## src/rtl/adc_rd_pkg.sv

```systemverilog
package adc_rd_pkg;
  typedef enum logic [1:0] {
    ST_RST  = 2'd0,
    ST_CAL  = 2'd1,
    ST_IDLE = 2'd2,
    ST_CONV = 2'd3
  } seq_st_e;
endpackage

```

## src/rtl/adc_rd_clkgen.sv

```systemverilog
module adc_rd_clkgen #(
  parameter int HALF_DIV = 2
) (
  input  logic clk_i,
  input  logic rst_ni,
  input  logic run_i,
  output logic sclk_o,
  output logic rise_o,
  output logic fall_o
);
  localparam int CW = (HALF_DIV > 1) ? $clog2(HALF_DIV) : 1;

  logic [CW-1:0] cnt_q;
  logic          clk_q;
  logic          at_end;

  assign at_end = (cnt_q == CW'(HALF_DIV - 1));
  assign rise_o = run_i & at_end & ~clk_q;
  assign fall_o = run_i & at_end & clk_q;
  assign sclk_o = clk_q;

  always_ff @(posedge clk_i or negedge rst_ni) begin
    if (!rst_ni) begin
      cnt_q <= '0;
      clk_q <= 1'b0;
    end else if (!run_i) begin
      cnt_q <= '0;
      clk_q <= 1'b0;
    end else if (at_end) begin
      cnt_q <= '0;
      clk_q <= ~clk_q;
    end else begin
      cnt_q <= cnt_q + CW'(1);
    end
  end


  clk_rest_low_chk: assert property (@(posedge clk_i) disable iff (!rst_ni)
    $fell(run_i) |-> !sclk_o);

  clk_toggle_run_chk: assert property (@(posedge clk_i) disable iff (!rst_ni)
    (sclk_o != $past(sclk_o)) |-> $past(run_i));
endmodule

```

## src/rtl/adc_rd_shift.sv

```systemverilog
module adc_rd_shift #(
  parameter int DATA_W      = 14,
  parameter int LEAD        = 4,
  parameter int SW          = 5,
  parameter bit SAMPLE_FALL = 1'b0
) (
  input  logic              clk_i,
  input  logic              rst_ni,
  input  logic              rise_i,
  input  logic              fall_i,
  input  logic [SW-1:0]     slot_i,
  input  logic              din_i,
  output logic [DATA_W-1:0] data_o
);
  logic          take;
  logic [SW-1:0] pos;
  logic          in_win;

  // slot_i counts completed rises; on the rising phase the current slot is one ahead
  generate
    if (SAMPLE_FALL) begin : g_fall
      assign take = fall_i;
      assign pos  = slot_i;
    end else begin : g_rise
      assign take = rise_i;
      assign pos  = slot_i + SW'(1);
    end
  endgenerate

  assign in_win = (pos > SW'(LEAD)) && (pos <= SW'(LEAD + DATA_W));

  always_ff @(posedge clk_i or negedge rst_ni) begin
    if (!rst_ni)            data_o <= '0;
    else if (take && in_win) data_o <= {data_o[DATA_W-2:0], din_i};
  end
endmodule

```

## src/rtl/adc_rd_seq.sv

```systemverilog
module adc_rd_seq
  import adc_rd_pkg::*;
#(
  parameter int CAL_CYCLES  = 14000,
  parameter int CONV_CYCLES = 20,
  parameter int DATA_W      = 14,
  parameter int RST_LEN     = 8,
  parameter bit CAL_BY_EOC  = 1'b0,
  parameter int SW          = 5
) (
  input  logic              clk_i,
  input  logic              rst_ni,
  input  logic              start_i,
  input  logic              eoc_i,
  input  logic              rise_i,
  input  logic              fall_i,
  input  logic [DATA_W-1:0] cap_i,
  output logic              run_o,
  output logic [SW-1:0]     slot_o,
  output logic              adc_rst_no,
  output logic              cs_no,
  output logic              conv_no,
  output logic [DATA_W-1:0] result_o,
  output logic              valid_o,
  output logic              busy_o
);
  localparam int RW = $clog2(RST_LEN + 1);
  localparam int CW = $clog2(CAL_CYCLES + 1);

  seq_st_e           st_q, st_d;
  logic [RW-1:0]     rst_cnt_q;
  logic [CW-1:0]     cal_cnt_q;
  logic [SW-1:0]     slot_q;
  logic              pend_q;
  logic [1:0]        eoc_sync_q;
  logic              cal_ok, launch, conv_end;

  generate
    if (CAL_BY_EOC) begin : g_eoc
      assign cal_ok = !eoc_sync_q[1] && (cal_cnt_q != '0);
    end else begin : g_cnt
      assign cal_ok = (cal_cnt_q == CW'(CAL_CYCLES));
    end
  endgenerate

  assign launch   = (st_q == ST_IDLE) && pend_q;
  assign conv_end = (st_q == ST_CONV) && fall_i && (slot_q == SW'(CONV_CYCLES));

  always_comb begin
    st_d = st_q;
    case (st_q)
      ST_RST:  if (rst_cnt_q == RW'(RST_LEN - 1)) st_d = ST_CAL;
      ST_CAL:  if (fall_i && cal_ok)              st_d = ST_IDLE;
      ST_IDLE: if (pend_q)                        st_d = ST_CONV;
      ST_CONV: if (conv_end)                      st_d = ST_IDLE;
      default:                                    st_d = ST_RST;
    endcase
  end

  always_ff @(posedge clk_i or negedge rst_ni) begin
    if (!rst_ni) begin
      st_q       <= ST_RST;
      rst_cnt_q  <= '0;
      cal_cnt_q  <= '0;
      slot_q     <= '0;
      pend_q     <= 1'b0;
      valid_o    <= 1'b0;
      result_o   <= '0;
      eoc_sync_q <= 2'b11;
    end else begin
      st_q       <= st_d;
      eoc_sync_q <= {eoc_sync_q[0], eoc_i};
      pend_q     <= start_i | (pend_q & ~launch);
      valid_o    <= conv_end;
      if (st_q == ST_RST) begin
        rst_cnt_q <= rst_cnt_q + RW'(1);
        cal_cnt_q <= '0;
      end
      if (st_q == ST_CAL && rise_i && cal_cnt_q != '1) cal_cnt_q <= cal_cnt_q + CW'(1);
      if (launch)                          slot_q <= '0;
      else if (st_q == ST_CONV && rise_i)  slot_q <= slot_q + SW'(1);
      if (conv_end) result_o <= cap_i;
    end
  end

  assign run_o      = (st_q == ST_CAL) || (st_q == ST_CONV);
  assign slot_o     = (st_q == ST_CONV) ? slot_q : '0;
  assign adc_rst_no = (st_q != ST_RST);
  assign cs_no      = (st_q != ST_CONV);
  assign conv_no    = (st_q != ST_CONV);
  assign busy_o     = pend_q | (st_q == ST_CONV);


  slot_bound_chk: assert property (@(posedge clk_i) disable iff (!rst_ni)
    (st_q == ST_CONV) |-> (slot_q <= SW'(CONV_CYCLES)));

  generate
    if (!CAL_BY_EOC) begin : g_cal_chk

      cal_before_conv_chk: assert property (@(posedge clk_i) disable iff (!rst_ni)
        $fell(cs_no) |-> (cal_cnt_q == CW'(CAL_CYCLES)));
    end
  endgenerate
endmodule

```

## src/rtl/adc_conv_reader.sv

```systemverilog
module adc_conv_reader #(
  parameter int HALF_DIV     = 2,
  parameter int CAL_CYCLES   = 14000,
  parameter int CONV_CYCLES  = 20,
  parameter int DATA_W       = 14,
  parameter int TAIL_BITS    = 2,
  parameter int RST_LEN      = 8,
  parameter bit CAL_BY_EOC   = 1'b0,
  parameter bit SAMPLE_FALL  = 1'b0,
  parameter int MAX_CONV_CYC = 2500000
) (
  input  logic              clk_i,
  input  logic              rst_ni,
  input  logic              start_i,
  input  logic              eoc_i,
  input  logic              dout_i,
  output logic              adc_rst_no,
  output logic              adc_cs_no,
  output logic              adc_conv_no,
  output logic              adc_clk_o,
  output logic [DATA_W-1:0] result_o,
  output logic              valid_o,
  output logic              busy_o
);
  localparam int LEAD = CONV_CYCLES - DATA_W - TAIL_BITS;
  localparam int SW   = $clog2(CONV_CYCLES + 2);
  localparam int TW   = $clog2(MAX_CONV_CYC + 1) + 1;

  logic              run, rise, fall;
  logic [SW-1:0]     slot;
  logic [DATA_W-1:0] cap;

  adc_rd_clkgen #(.HALF_DIV(HALF_DIV)) u_clkgen (
    .clk_i, .rst_ni, .run_i(run), .sclk_o(adc_clk_o), .rise_o(rise), .fall_o(fall)
  );

  adc_rd_shift #(
    .DATA_W(DATA_W), .LEAD(LEAD), .SW(SW), .SAMPLE_FALL(SAMPLE_FALL)
  ) u_shift (
    .clk_i, .rst_ni, .rise_i(rise), .fall_i(fall), .slot_i(slot), .din_i(dout_i), .data_o(cap)
  );

  adc_rd_seq #(
    .CAL_CYCLES(CAL_CYCLES), .CONV_CYCLES(CONV_CYCLES), .DATA_W(DATA_W),
    .RST_LEN(RST_LEN), .CAL_BY_EOC(CAL_BY_EOC), .SW(SW)
  ) u_seq (
    .clk_i, .rst_ni, .start_i, .eoc_i, .rise_i(rise), .fall_i(fall), .cap_i(cap),
    .run_o(run), .slot_o(slot), .adc_rst_no, .cs_no(adc_cs_no), .conv_no(adc_conv_no),
    .result_o, .valid_o, .busy_o
  );

  // conversion-length watch for the 20 ms ceiling
  logic [TW-1:0] tmr_q;
  always_ff @(posedge clk_i or negedge rst_ni) begin
    if (!rst_ni)          tmr_q <= '0;
    else if (adc_cs_no)   tmr_q <= '0;
    else if (tmr_q != '1) tmr_q <= tmr_q + TW'(1);
  end


  conv_time_chk: assert property (@(posedge clk_i) disable iff (!rst_ni)
    !adc_cs_no |-> (tmr_q < TW'(MAX_CONV_CYC)));

  rst_quiet_chk: assert property (@(posedge clk_i) disable iff (!rst_ni)
    !adc_rst_no |-> (!adc_clk_o && adc_cs_no && !valid_o));

  valid_at_end_chk: assert property (@(posedge clk_i) disable iff (!rst_ni)
    $rose(adc_cs_no) |-> valid_o);

  valid_single_chk: assert property (@(posedge clk_i) disable iff (!rst_ni)
    valid_o |=> !valid_o);

  busy_drop_chk: assert property (@(posedge clk_i) disable iff (!rst_ni)
    $fell(busy_o) |-> valid_o);
endmodule

```

## config.mk

```make
export PLATFORM = sky130hd
export DESIGN_NAME = adc_conv_reader
export DESIGN_NICKNAME = d
export VERILOG_FILES = /design/src/rtl/adc_rd_pkg.sv /design/src/rtl/adc_rd_clkgen.sv /design/src/rtl/adc_rd_shift.sv /design/src/rtl/adc_rd_seq.sv /design/src/rtl/adc_conv_reader.sv
export SDC_FILE = /design/constraint.sdc
export NUM_CORES = 1
export LEC_CHECK = 0
export BUFFER_PORTS_ARGS = -buffer_cell sky130_fd_sc_hd__buf_4
export CAP_MARGIN = 5
export CORE_AREA = 2 2 66 115
export CTS_BUF_LIST = sky130_fd_sc_hd__clkbuf_8 sky130_fd_sc_hd__clkbuf_16
export CTS_CLUSTER_DIAMETER = 40
export DETAILED_ROUTE_END_ITERATION = 6
export DIE_AREA = 0 0 68 117
export PLACE_DENSITY = 0.65
export SYNTH_ARGS = -nofsm -noshare
export SYNTH_HDL_FRONTEND = slang
export SYNTH_SLANG_ARGS = --single-unit
```

## constraint.sdc

```tcl
create_clock -name clk_i -period 2.36 [get_ports clk_i]
set_input_delay 0.354 -clock clk_i [delete_from_list [all_inputs] [get_ports clk_i]]
set_output_delay 0.354 -clock clk_i [all_outputs]
set_load 0.1 [all_outputs]
```

# After elaboration in Yosys (flattened, before gate mapping)
# Cells that the tools add are included.
# classes
n_mul,0
shift,0
n_bitwise,8
n_addsub,5
n_mux,14
n_reduce_logical,15
n_div,0
n_lt_le_gt_ge,2
n_eq_ne,13
# op_table
cell,count
$mux W14,2
$mux W5,3
$add A14 B1 Y14 const B,1
$eq A14 B14 Y1 const B,1
$ne A14 B14 Y1 const B,1
$add A5 B1 Y5 const B,2
$logic_and A1 B1 Y1,9
$mux W2,4
$ne A2 B1 Y1 const B,4
$pmux W2 S4,1
$reduce_bool A2 Y1,3
$eq A5 B5 Y1 const B,1
$gt A5 B3 Y1 const B,1
$le A5 B5 Y1 const B,1
$add A4 B1 Y4 const B,1
$and A1 B1 Y1,4
$eq A2 B2 Y1 const B,2
$eq A4 B3 Y1 const B,1
$mux W1,4
$ne A2 B2 Y1 const B,2
$reduce_and A4 Y1,1
$eq A2 B1 Y1 const B,1
$logic_not A2 Y1,1
$not A1 Y1,2
3 further kinds,4
# word_totals
reg_bits,57
rom_bits,0
memories,0
word_cells,67
mem_bits_rw,0
latchBits,0

# Longest topological paths before layout
# Gate-level depths: netlist of run 1.
# depth
depth_word,8
mapped_depth,6
mapped_depth_nobuf,5

# By module
# From an unflattened synthesis of run 1, not the netlist that was laid out.
# unflattened
cells_unflattened,246
hier_area_um2,2805.2
# modules_own_cells
module,cells_each,seq_area_each_um2,area_each_um2,n_inst
adc_rd_seq,194,1026.0,2026.9,1
adc_rd_shift,44,350.3,689.4,1
adc_rd_clkgen,8,50.0,88.8,1

# Worst setup path before layout of run 1
# Ideal clock, no wire load.
# synth_timing
path_kind,reg-to-reg
from,reg u_clkgen.clk_q (netlist: u_clkgen.sclk_o)
to,reg u_seq.result_o[10]
t_required_ps,2235
setup_time_ps,125
period_less_slack_ps,2456
path_slack_ps,-96
path_buffers,1
stages_incl_launch_ff,5
t_arrival_ps,2331
path_cell_list,dfrtp_1 nand3_1 nor4_2 buf_4 mux2_2
# synth_between
elab_chain_len,3
# synth_rtl
item,line,text
start: declaration,adc_rd_clkgen.sv:14,logic clk_q;
start signal: assignment,adc_rd_clkgen.sv:31,clk_q <= ~clk_q;
$and A1 B1 Y1,adc_rd_clkgen.sv:19,assign fall_o = run_i & at_end & clk_q;
$logic_and A1 B1 Y1 (2 in series),adc_rd_seq.sv:47,assign conv_end = (st_q == ST_CONV) && fall_i && (slot_q == SW'(CONV_CYCLES));
end signal: assignment,adc_rd_seq.sv:82,if (conv_end) result_o <= cap_i;
end: declaration,adc_rd_seq.sv:23,"output logic [DATA_W-1:0] result_o,"
# No other way between the ends.
# A chain may end at the register's enable or synchronous reset.

# Worst setup path after layout of run 1
# layout_timing
from,reg u_seq.cal_cnt_q[1]
to,reg u_seq.cal_cnt_q[10]
# layout_between
elab_chain_len,3
# layout_rtl
item,line,text
start: declaration,adc_rd_seq.sv:32,logic [CW-1:0] cal_cnt_q;
start signal: assignment,adc_rd_seq.sv:79,if (st_q == ST_CAL && rise_i && cal_cnt_q != '1) cal_cnt_q <= cal_cnt_q + CW'(1);
"parallel branches: the longest is 3 deep, another holds $add A14 B1 Y14",--,
# Several ways; the timed one is not identified.

==> results.json, run 1 <==
{
  "tritoncts_num_sinks": 57,
  "cap_viol_max_count": 0,
  "power.static_leakage_uw": 0.001525,
  "initial_antenna_violation_count": 0,
  "yosysTopAreaCellShare_pct": 52.05,
  "synth_most_common_cell": "dfrtp_1",
  "layout_worst_path_cycle_share_pct": 92.40,
  "clock_pin_slew_of_the_registers_on_the_worst_case_setup_and_hold_paths_ps": 50,
  "pin_count_of_the_biggest_net_entering_global_routing": 58,
  "drc_errors": 0,
  "critical_path.endpoint_type": "register",
  "syn-instance-count": 237,
  "dp_cells": 343,
  "port_buffers": 23,
  "critical-path-slowest-cell": "or4_4",
  "drt_iter0_drc": 163,
  "synth-edff-count": 0,
  "clock-root-buffer": "clkbuf_16",
  "routed_wire_length_per_instance_um": 15.63,
  "maxSlewViolCount": 0,
  "detail_route.first_pass.iterations": 5,
  "startpoint": "u_seq.cal_cnt_q[1]",
  "cts_tree": "yes",
  "synth.ff_latch_count": 57,
  "finalNonFillerCells": 359,
  "power.density_nw_per_um2": 698.1,
  "skew_ps": 6.536,
  "placementRows": 41,
  "grt_first_pass_wirelength_um": 9308,
  "crit_path_max_incr_delay_ps": 610,
  "syn-cell-area_um2": 2740,
  "power.ir.vdd_worst_uv": 418.1,
  "synthDistinctLibCells": 49,
  "layout_min_cycle_time_ps": 2181,
  "worst-setup-path-type": "reg -> reg",
  "pre_cts_slack_ps": 217.5,
  "max_slew.worst_pin.slew_ps": 709.2,
  "max_freq_mhz": 458.6,
  "synth.cells.most_frequent": "dfrtp_1 (57), mux2_2 (29), nand2_1 (16), nand4_1 (12), inv_1 (11)",
  "layout_setup_ws_ps": 179.4,
  "min_path_type": "in -> async",
  "post_synth_main_area_contributors": "dfrtp_1 (52%), mux2_2 (12%), nand4_1 (2.7%)",
  "worstReg2RegStart": "u_seq.cal_cnt_q[1]",
  "vias": 1989,
  "library_cell_occupying_the_most_area_in_the_post_synthesis_netlist": "dfrtp_1",
  "final_layout_size_suffix_gt1_share_pct": 34.07,
  "hold_buffers": 0,
  "post_cts.repair.setup_buffers": 0,
  "timing.slew.headroom_pct": 52.72,
  "crit_chain": "ha_1 -> nand4_1 -> or4_4 -> a311o_2 -> a21o_1",
  "num_antenna_cells": 0,
  "timing.critical_path.fanout_max": 13,
  "first_global_vias": 2032,
  "gr-usage-all-layers_pct": 15.49,
  "io_pins": 25,
  "synth_async_reset_ratio_pct": 100.0,
  "yosysWarningCount": 0,
  "crit_required_ps": 2570,
  "timing.final.setup_violations": 0,
  "run_status": "finished, final reports clean",
  "fin_nets": 278,
  "syn-num-nets": 247,
  "post_cts_resized": 0,
  "finalSetupTns_ps": 0,
  "grt.overflow.total": 0,
  "post_drt_via_cell_ratio": 5.540,
  "flow.area_growth_from_synthesis_pct": 21.55,
  "syn-mean-instance-area_um2": 11.56,
  "chipWidth_um": 68,
  "cts.path.max_buffers": 2,
  "insertion_delay_ps": 320,
  "finish.utilization_pct": 47.05,
  "critPathArrivalTime_ps": 2390,
  "number_of_failing_hold_endpoints_at_the_final_stage": 0,
  "post-dp-hpwl_um": 3928,
  "starting_density_of_the_core_pct": 38.71,
  "core_ar_um2": 7079,
  "synth-main-ff-cell": "dfrtp_1",
  "drt_wirelength_um": 5610,
  "tritoncts_buffer_count": 9,
  "synth_sequential_area_ratio_pct": 52.05,
  "drtAntennaViolNets": 0,
  "cts-htree-levels": 3,
  "reg2reg_depth": 5,
  "floorplan.die.height_um": 117,
  "floorplan.die_area_um2": 7956,
  "unrepaired_setup_endpoints_after_global_routing": "false",
  "setup.worst_path.start_class": "register",
  "gpl_congestion": 0.8100
}
## placed cells by master, fill, tap and decap left out, drive strengths merged, types with 2 or more instances in the layout
| cell type | netlist | final |
|---|---|---|
| nand4 | 13 | 13 |
| a311o | 4 | 4 |
| o21ai | 2 | 2 |
| a31oi | 5 | 5 |
| xnor2 | 4 | 4 |
| o31ai | 2 | 2 |
| a311oi | 2 | 2 |
| a21o | 5 | 5 |
| or4 | 3 | 3 |
| nor2 | 10 | 10 |
| mux2 | 29 | 29 |
| or3 | 5 | 5 |
| nand3 | 7 | 7 |
| nor4 | 9 | 9 |
| o21bai | 3 | 3 |
| and2 | 2 | 2 |
| clkinvlp | 0 | 2 |
| nand2 | 16 | 16 |
| buf | 9 | 32 |
| o211ai | 2 | 2 |
| dfrtp | 57 | 57 |
| inv | 11 | 11 |
| nor3 | 6 | 6 |
| ha | 5 | 5 |
| clkbuf | 3 | 12 |
| xor2 | 4 | 4 |
| nand2b | 2 | 2 |
| and3 | 2 | 2 |
| a21oi | 3 | 3 |
## power breakdown
group          total [uW]  internal (uW)       switching, uW
logic                21.6           3.12                18.5
clock network        1320            899                 425
registers             979            979  0.0000000000000317
total                2330           1880                 444
## sequential cells by signal (all words and copies together) (netlist names)
name and flops:
u_seq.cal_cnt_q 14, u_seq.result_o 14, u_shift.data_o 14, u_seq.slot_q 5, u_seq.rst_cnt_q 4, u_seq.st_q 2
u_clkgen.at_end 1, u_clkgen.sclk_o 1, u_seq.pend_q 1, u_seq.valid_o 1
## logic make-up (layout without fill, tap and decap cells)
logic type               Yosys count  in the layout  share of synthesized area (%)
flip-flops                        57             57                          52.05
AO/OA/AOI/OAI                     33             33                          9.178
XOR/XNOR                           8              8                          2.557
AND/OR/NAND/NOR                   82             82                          17.67
adder cells (fa/ha/maj)            5              5                          2.283
multiplexers                      29             29                          11.92
buffers and inverters             23             59                          4.338
## per-stage QoR
stage	total power [uW]	hold slack (ps)	area, um^2
after CTS	2358	119.5	3331
after detailed placement	1019	461.7	3014
after floorplan	995.5	58.41	2744
after global routing	2405	154.7	3331
after global placement	1018	453.4	3014
final	2325	89.33	3331
## path summary, 6_finish.rpt
kind,slack (ps),to
worst max register to register,180,u_seq.cal_cnt_q[10]
worst max-delay path,180,u_seq.cal_cnt_q[10]
max in group asynchronous,1760,u_clkgen.sclk_o
min in group clk_i,220,u_seq.pend_q
worst min register to register,470,u_seq.rst_cnt_q[3]
worst min-delay path,90,u_seq.result_o[8]
## layer usage
metal / wire (um) / up-vias / track usage, %
met3: 237 / 15 / 4.589
met2: 2995 / 50 / 27.18
met4: 174 / 0 / 7.733
met1: 2203 / 989 / 16.35
met5: 0 / - / 0
li1: - / 935 / -
## critical path: cells and delay by family, from the launching register on
kind | cells | cell delay (ps)
AO/OA/AOI/OAI | 2 | 570
adder cells (fa/ha/maj) | 1 | 280
flip-flops | 1 | 440
AND/OR/NAND/NOR | 2 | 770
## cell type report
cell class / instances / area [um^2]
Inverter: 11 / 41.29
Multi-Input combinational cell: 157 / 1197
Sequential cell: 57 / 1428
Timing Repair Buffer: 32 / 240.2
Clock inverter: 4 / 50.05
Clock buffer: 12 / 266.5
Fill cell: 655 / 3749
Tap cell: 86 / 107.6
(Power assumes the default switching activity.)
==> run 2: changes to the inputs <==
==> constraint.sdc (replaced) <==
create_clock -name clk_i -period 2.36 [get_ports clk_i]
set_input_delay 0.118 -clock clk_i [delete_from_list [all_inputs] [get_ports clk_i]]
set_output_delay 0.118 -clock clk_i [all_outputs]
set_load 0.1 [all_outputs]
==> run 2 against run 1 <==
Compared with the run above:
- first-iteration DRC count decreased by 20%
- clock power decreased by 6%
- die area unchanged
- sequential share of layout area increased by 0.21 points
- design area decreased by 0.49%
- routed wire length increased by 2.8%
- setup slack got worse by 6.7 ps
- clock skew increased by 1.4 ps
- non-clock buffer count increased by 1
- global-route usage increased by 0.19 points
- register-to-register slack about the same
- critical path type unchanged
- critical endpoint is now u_seq.cal_cnt_q[7]
- largest cell class unchanged
- highest routed layer unchanged
==> results.json, run 2 (synthesized netlist as in run 1, its figures left out) <==
{
  "first_global_vias": 1986,
  "power.ir.vdd_worst_uv": 398.7,
  "skew_ps": 7.969,
  "power.static_leakage_uw": 0.001527,
  "report.power.total_uw": 2245,
  "critical_path.endpoint_type": "register",
  "flop_pwr_share_pct": 43.6,
  "cap_viol_max_count": 0,
  "mostFrequentLayoutCell": "dfrtp_1",
  "layout_worst_path_cycle_share_pct": 92.68,
  "worst-setup-path-type": "reg -> reg",
  "post-dp-hpwl_um": 4065,
  "power.share.clock_pct": 55.3,
  "critical-path-slowest-cell": "or4_4",
  "grt.overflow.total": 0,
  "p_int_uw": 1812,
  "vias": 2026,
  "drt_wirelength_um": 5769,
  "placementRows": 41,
  "initial_antenna_violation_count": 0,
  "post_drt_via_cell_ratio": 5.643,
  "setup.worst_path.start_class": "register",
  "cts.path.max_buffers": 2,
  "max_freq_mhz": 457.2,
  "number_of_failing_hold_endpoints_at_the_final_stage": 0,
  "timing.slew.headroom_pct": 52.24,
  "run_status": "finished, final reports clean",
  "floorplan.die.height_um": 117,
  "layout_setup_ws_ps": 172.8,
  "power.density_nw_per_um2": 677.4,
  "timing.critical_path.fanout_max": 13,
  "min_path_type": "in -> reg",
  "crit_buf_inv": 0,
  "tritoncts_buffer_count": 9,
  "timing.final.setup_violations": 0,
  "max_slew.worst_pin.slew_ps": 716.4,
  "port_buffers": 23,
  "multi_input_comb_area_um2": 1197,
  "fillers": 650,
  "insertion_delay_ps": 320,
  "drtAntennaViolNets": 0,
  "cts-htree-levels": 3,
  "power_switching_uw": 433.1,
  "starting_density_of_the_core_pct": 38.71,
  "gpl_congestion": 0.8049,
  "grt_first_pass_wirelength_um": 9190,
  "fin_nets": 279,
  "layout_min_cycle_time_ps": 2187,
  "tritoncts_num_sinks": 57,
  "unrepaired_setup_endpoints_after_global_routing": "false",
  "gate_family_responsible_for_the_most_delay_along_the_worst_path": "simple AND/OR/NAND/NOR gates",
  "chipWidth_um": 68,
  "detail_route.first_pass.iterations": 4,
  "crit_path_max_incr_delay_ps": 620,
  "floorplan.die_area_um2": 7956,
  "layout.cells.most_common_list": "dfrtp_1 (56), buf_4 (31), mux2_2 (29), nand2_1 (15)",
  "drc_errors": 0,
  "maxSlewViolCount": 0,
  "seqCellArea_um2": 1428,
  "num_antenna_cells": 0,
  "swShare_pct": 19.29,
  "top_regs": "u_seq.cal_cnt_q (14), u_seq.result_o (14), u_shift.data_o (14)",
  "final_layout_size_suffix_gt1_share_pct": 32.97,
  "post-route-cell-area_um2": 3314,
  "finalNonFillerCells": 359,
  "pre_cts_slack_ps": 206.4,
  "gr-usage-all-layers_pct": 15.68,
  "pin_count_of_the_biggest_net_entering_global_routing": 58,
  "clock_pin_slew_of_the_registers_on_the_worst_case_setup_and_hold_paths_ps": 50,
  "dp_cells": 342,
  "core_ar_um2": 7079,
  "flow.area_growth_from_synthesis_pct": 20.96,
  "finalSetupTns_ps": 0,
  "drt_iter0_drc": 131,
  "crit_required_ps": 2560,
  "routed_wire_length_per_instance_um": 16.07,
  "critPathArrivalTime_ps": 2390,
  "clock-root-buffer": "clkbuf_16",
  "placedInstanceArea_um2": 3007,
  "crit_chain": "ha_1 -> nand4_1 -> or4_4 -> a311o_2 -> a21o_1",
  "io_pins": 25,
  "comb_power_share_pct": 1.1,
  "cts_tree": "yes"
}
## run 2: cell types whose count changed in the layout (fill, tap and decap cells not counted), sizes merged
cell	delta
clkbuf	-2
clkinv	+2
clkinvlp	-2
dlygate4sd3	+2
buf	-1
inv	+1
## run 2: area by class of cell
class,instances,share of cell area [%]
clock buffers,10,7.210
clock inverters,5,1.472
inverters,11,1.246
multi-input cells,157,36.13
flip-flops and latches,57,43.07
well taps,86,3.247
repair buffers,33,7.626
## run 2: power by group through the flow
stage	registers (uW)	clock network [uW]	logic (uW)
after floorplan	995	0	0.0334
after global placement	995	0	23.5
after detailed placement	995	0	23.8
after CTS	979	1270	26.1
after global routing	978	1320	28.9
final	979	1240	24.4
## run 2: repair_timing
item | 4_1_cts | 5_1_grt
hold buffers | 2 | 0
setup buffers | 0 | 0
hold endpoints to repair | 58 | 0
resized for setup | 0 | 0
## run 2: path summary, 6_finish.rpt
| path | start | end | slack [ps] | depth (start not counted) |
|---|---|---|---|---|
| max | u_seq.cal_cnt_q[1] | u_seq.cal_cnt_q[7] | 170 | 5 |
| min | dout_i | u_shift.data_o[0] | 30 | 2 |
| max reg2reg | u_seq.cal_cnt_q[1] | u_seq.cal_cnt_q[7] | 170 | 5 |
| min reg2reg | u_seq.rst_cnt_q[3] | u_seq.rst_cnt_q[3] | 470 | 1 |
| max in group asynchronous | rst_ni | u_clkgen.sclk_o | 1440 | 2 |
| min in group asynchronous | rst_ni | u_seq.result_o[9] | 400 | 2 |
## run 2: through the flow
| step | hold slack, ps | util [%] |
|---|---|---|
| after global routing | 24.85 | 46.82 |
| after global placement | 221.8 | 42.47 |
| final | 31.92 | 46.82 |
| after CTS | 27.77 | 46.82 |
| after detailed placement | 228.2 | 42.47 |
| after floorplan | -177.6 | - |
## run 2: layer usage
metal	track usage [%]	share of wire, %	up-vias
met4	8.400	3.4	0
li1	-	-	942
met1	16.20	38	1012
met5	0	0	-
met3	5.449	4.6	16
met2	27.06	54	56
==> run 3: changes to the inputs <==
RECOVER_POWER = 25   (was default)
==> run 3 against run 2 <==
Compared with the run above:
- die area stayed put
- final cell count unchanged
- flip-flop and latch count unchanged
- clock skew about the same
- register-to-register slack about the same
- clock-buffer cell count unchanged
- via count unchanged
- non-clock buffer count is the same
- utilization hardly changed
- power about the same
- hold slack hardly changed
- routed wire length barely moved
- critical path type unchanged
- largest cell class unchanged
==> results.json, run 3 (synthesized netlist as in run 1, its figures left out) <==
{
  "worstHoldStart": "dout_i",
  "hold-path-cell-count": 2,
  "layout_min_cycle_time_ps": 2187,
  "clock-root-buffer": "clkbuf_16",
  "cts.path.max_buffers": 2,
  "number_of_failing_hold_endpoints_at_the_final_stage": 0,
  "floorplan.die_area_um2": 7956,
  "pin_count_of_the_biggest_net_entering_global_routing": 58,
  "flow.area_growth_from_synthesis_pct": 20.87,
  "cap_viol_max_count": 0,
  "clock_pin_slew_of_the_registers_on_the_worst_case_setup_and_hold_paths_ps": 50,
  "port_buffers": 23,
  "critical_path.endpoint_type": "register",
  "fillers": 651,
  "worstReg2RegStart": "u_seq.cal_cnt_q[1]",
  "post-dp-hpwl_um": 4065,
  "max_slew.worst_pin.slew_ps": 1400,
  "r2r_setup_slack_ps": 170,
  "top_regs": "u_seq.cal_cnt_q (14), u_seq.result_o (14), u_shift.data_o (14)",
  "power.ir.vdd_worst_uv": 398.7,
  "worst-setup-path-type": "reg -> reg",
  "min_path_type": "in -> reg",
  "mostFrequentLayoutCell": "dfrtp_1",
  "starting_density_of_the_core_pct": 38.71,
  "drt_iter0_drc": 131,
  "core_ar_um2": 7079,
  "post_cts_resized": 0,
  "multi_input_comb_area_um2": 1197,
  "fin_nets": 279,
  "power.static_leakage_uw": 0.001526,
  "max_freq_mhz": 457.2,
  "tritoncts_num_sinks": 57,
  "tritoncts_buffer_count": 9,
  "crit_required_ps": 2560,
  "gpl_congestion": 0.8049,
  "drc_errors": 0,
  "chipWidth_um": 68,
  "final_layout_size_suffix_gt1_share_pct": 32.97,
  "unrepaired_setup_endpoints_after_global_routing": "false",
  "io_pins": 25,
  "insertion_delay_ps": 320,
  "layout_worst_path_cycle_share_pct": 92.68,
  "seqCellArea_um2": 1428,
  "skew_ps": 7.969,
  "timing.critical_path.fanout_max": 13,
  "critPathArrivalTime_ps": 2390,
  "floorplan.die.height_um": 117,
  "placementRows": 41,
  "pre_cts_slack_ps": 206.4,
  "power.density_nw_per_um2": 677.7,
  "timing.final.setup_violations": 0,
  "layout.cells.most_common_list": "dfrtp_1 (56), buf_4 (30), mux2_2 (29), nand2_1 (15)",
  "gr-usage-all-layers_pct": 15.68,
  "reg2reg_depth": 5,
  "drt_wirelength_um": 5767,
  "run_status": "finished, final reports clean",
  "hold-worst-slack_ps": 31.92,
  "routed_wire_length_per_instance_um": 16.06,
  "cts_tree": "yes",
  "first_global_vias": 1986,
  "num_antenna_cells": 0,
  "grt.overflow.total": 0,
  "grt_first_pass_wirelength_um": 9190,
  "maxSlewViolCount": 0,
  "layout_setup_ws_ps": 172.8,
  "drtAntennaViolNets": 0,
  "post_drt_via_cell_ratio": 5.643,
  "hold_end": "u_shift.data_o[0]",
  "finalSetupTns_ps": 0,
  "timing.rr.end": "u_seq.cal_cnt_q[7]",
  "cts-htree-levels": 3,
  "post_cts.repair.setup_buffers": 0,
  "detail_route.first_pass.iterations": 4,
  "setup.worst_path.start_class": "register",
  "vias": 2026,
  "initial_antenna_violation_count": 0,
  "timing.slew.headroom_pct": 6.700,
  "report.power.total_uw": 2245
}
[run 3: changes by cell type in the layout (fill, tap and decap cells not counted)]
cell	delta
clkbuf_2	+1
and2_0	+1
and2_1	-1
buf_4	-1
[run 3: worst max-delay path by stage]
| stage | from | end | slack [ps] | depth (start not counted) |
|---|---|---|---|---|
| global route | u_seq.cal_cnt_q[1] | u_seq.cal_cnt_q[10] | 70 | 5 |
| floorplan | u_clkgen.sclk_o | u_seq.result_o[10] | 230 | 4 |
| CTS | u_seq.cal_cnt_q[1] | u_seq.cal_cnt_q[7] | 190 | 5 |
| finish | u_seq.cal_cnt_q[1] | u_seq.cal_cnt_q[7] | 170 | 5 |
| detailed placement | u_seq.cal_cnt_q[1] | u_seq.cal_cnt_q[7] | 210 | 5 |
| global placement | u_seq.cal_cnt_q[1] | u_seq.cal_cnt_q[7] | 260 | 5 |
[run 3: power breakdown]
group	total, uW	internal [uW]	switching [uW]
logic	23.9	4.74	19.1
clock network	1240	827	414
registers	979	979	0.0000000000000324
total	2240	1810	433
[run 3: through the flow]
step / cells / cell area [um^2] / util (%)
floorplan: 237 / 2744 / -
global placement: 342 / 3007 / 42.47
detailed placement: 342 / 3007 / 42.47
CTS: 359 / 3314 / 46.82
global route: 359 / 3312 / 46.78
finish: 359 / 3312 / 46.78
[run 3: repair_timing]
action,in CTS,in global routing
hold buffers,2,0
hold endpoints to repair,58,0
setup endpoints to repair,0,0
[run 3: critical path: stages (launching register included)]
cell and delay, ps:
dfrtp_1 420, ha_1 290, nand4_1 160, or4_4 620
a311o_2 400, a21o_1 180
[run 3: layout make-up]
class | count | share of cell area (%)
clock inverter | 5 | 1.473
tap | 86 | 3.249
multi-input combinational | 157 | 36.15
timing repair buffer | 33 | 7.556
clock buffer | 10 | 7.216
sequential | 57 | 43.11
inverter | 11 | 1.247
[run 3: metal layers]
metal	up-vias	share of wire, %	GRT usage, %
met5	-	0	0
met2	56	54	27.06
met1	1012	38	16.20
li1	942	-	-
met3	16	4.6	5.449
met4	0	3.4	8.400
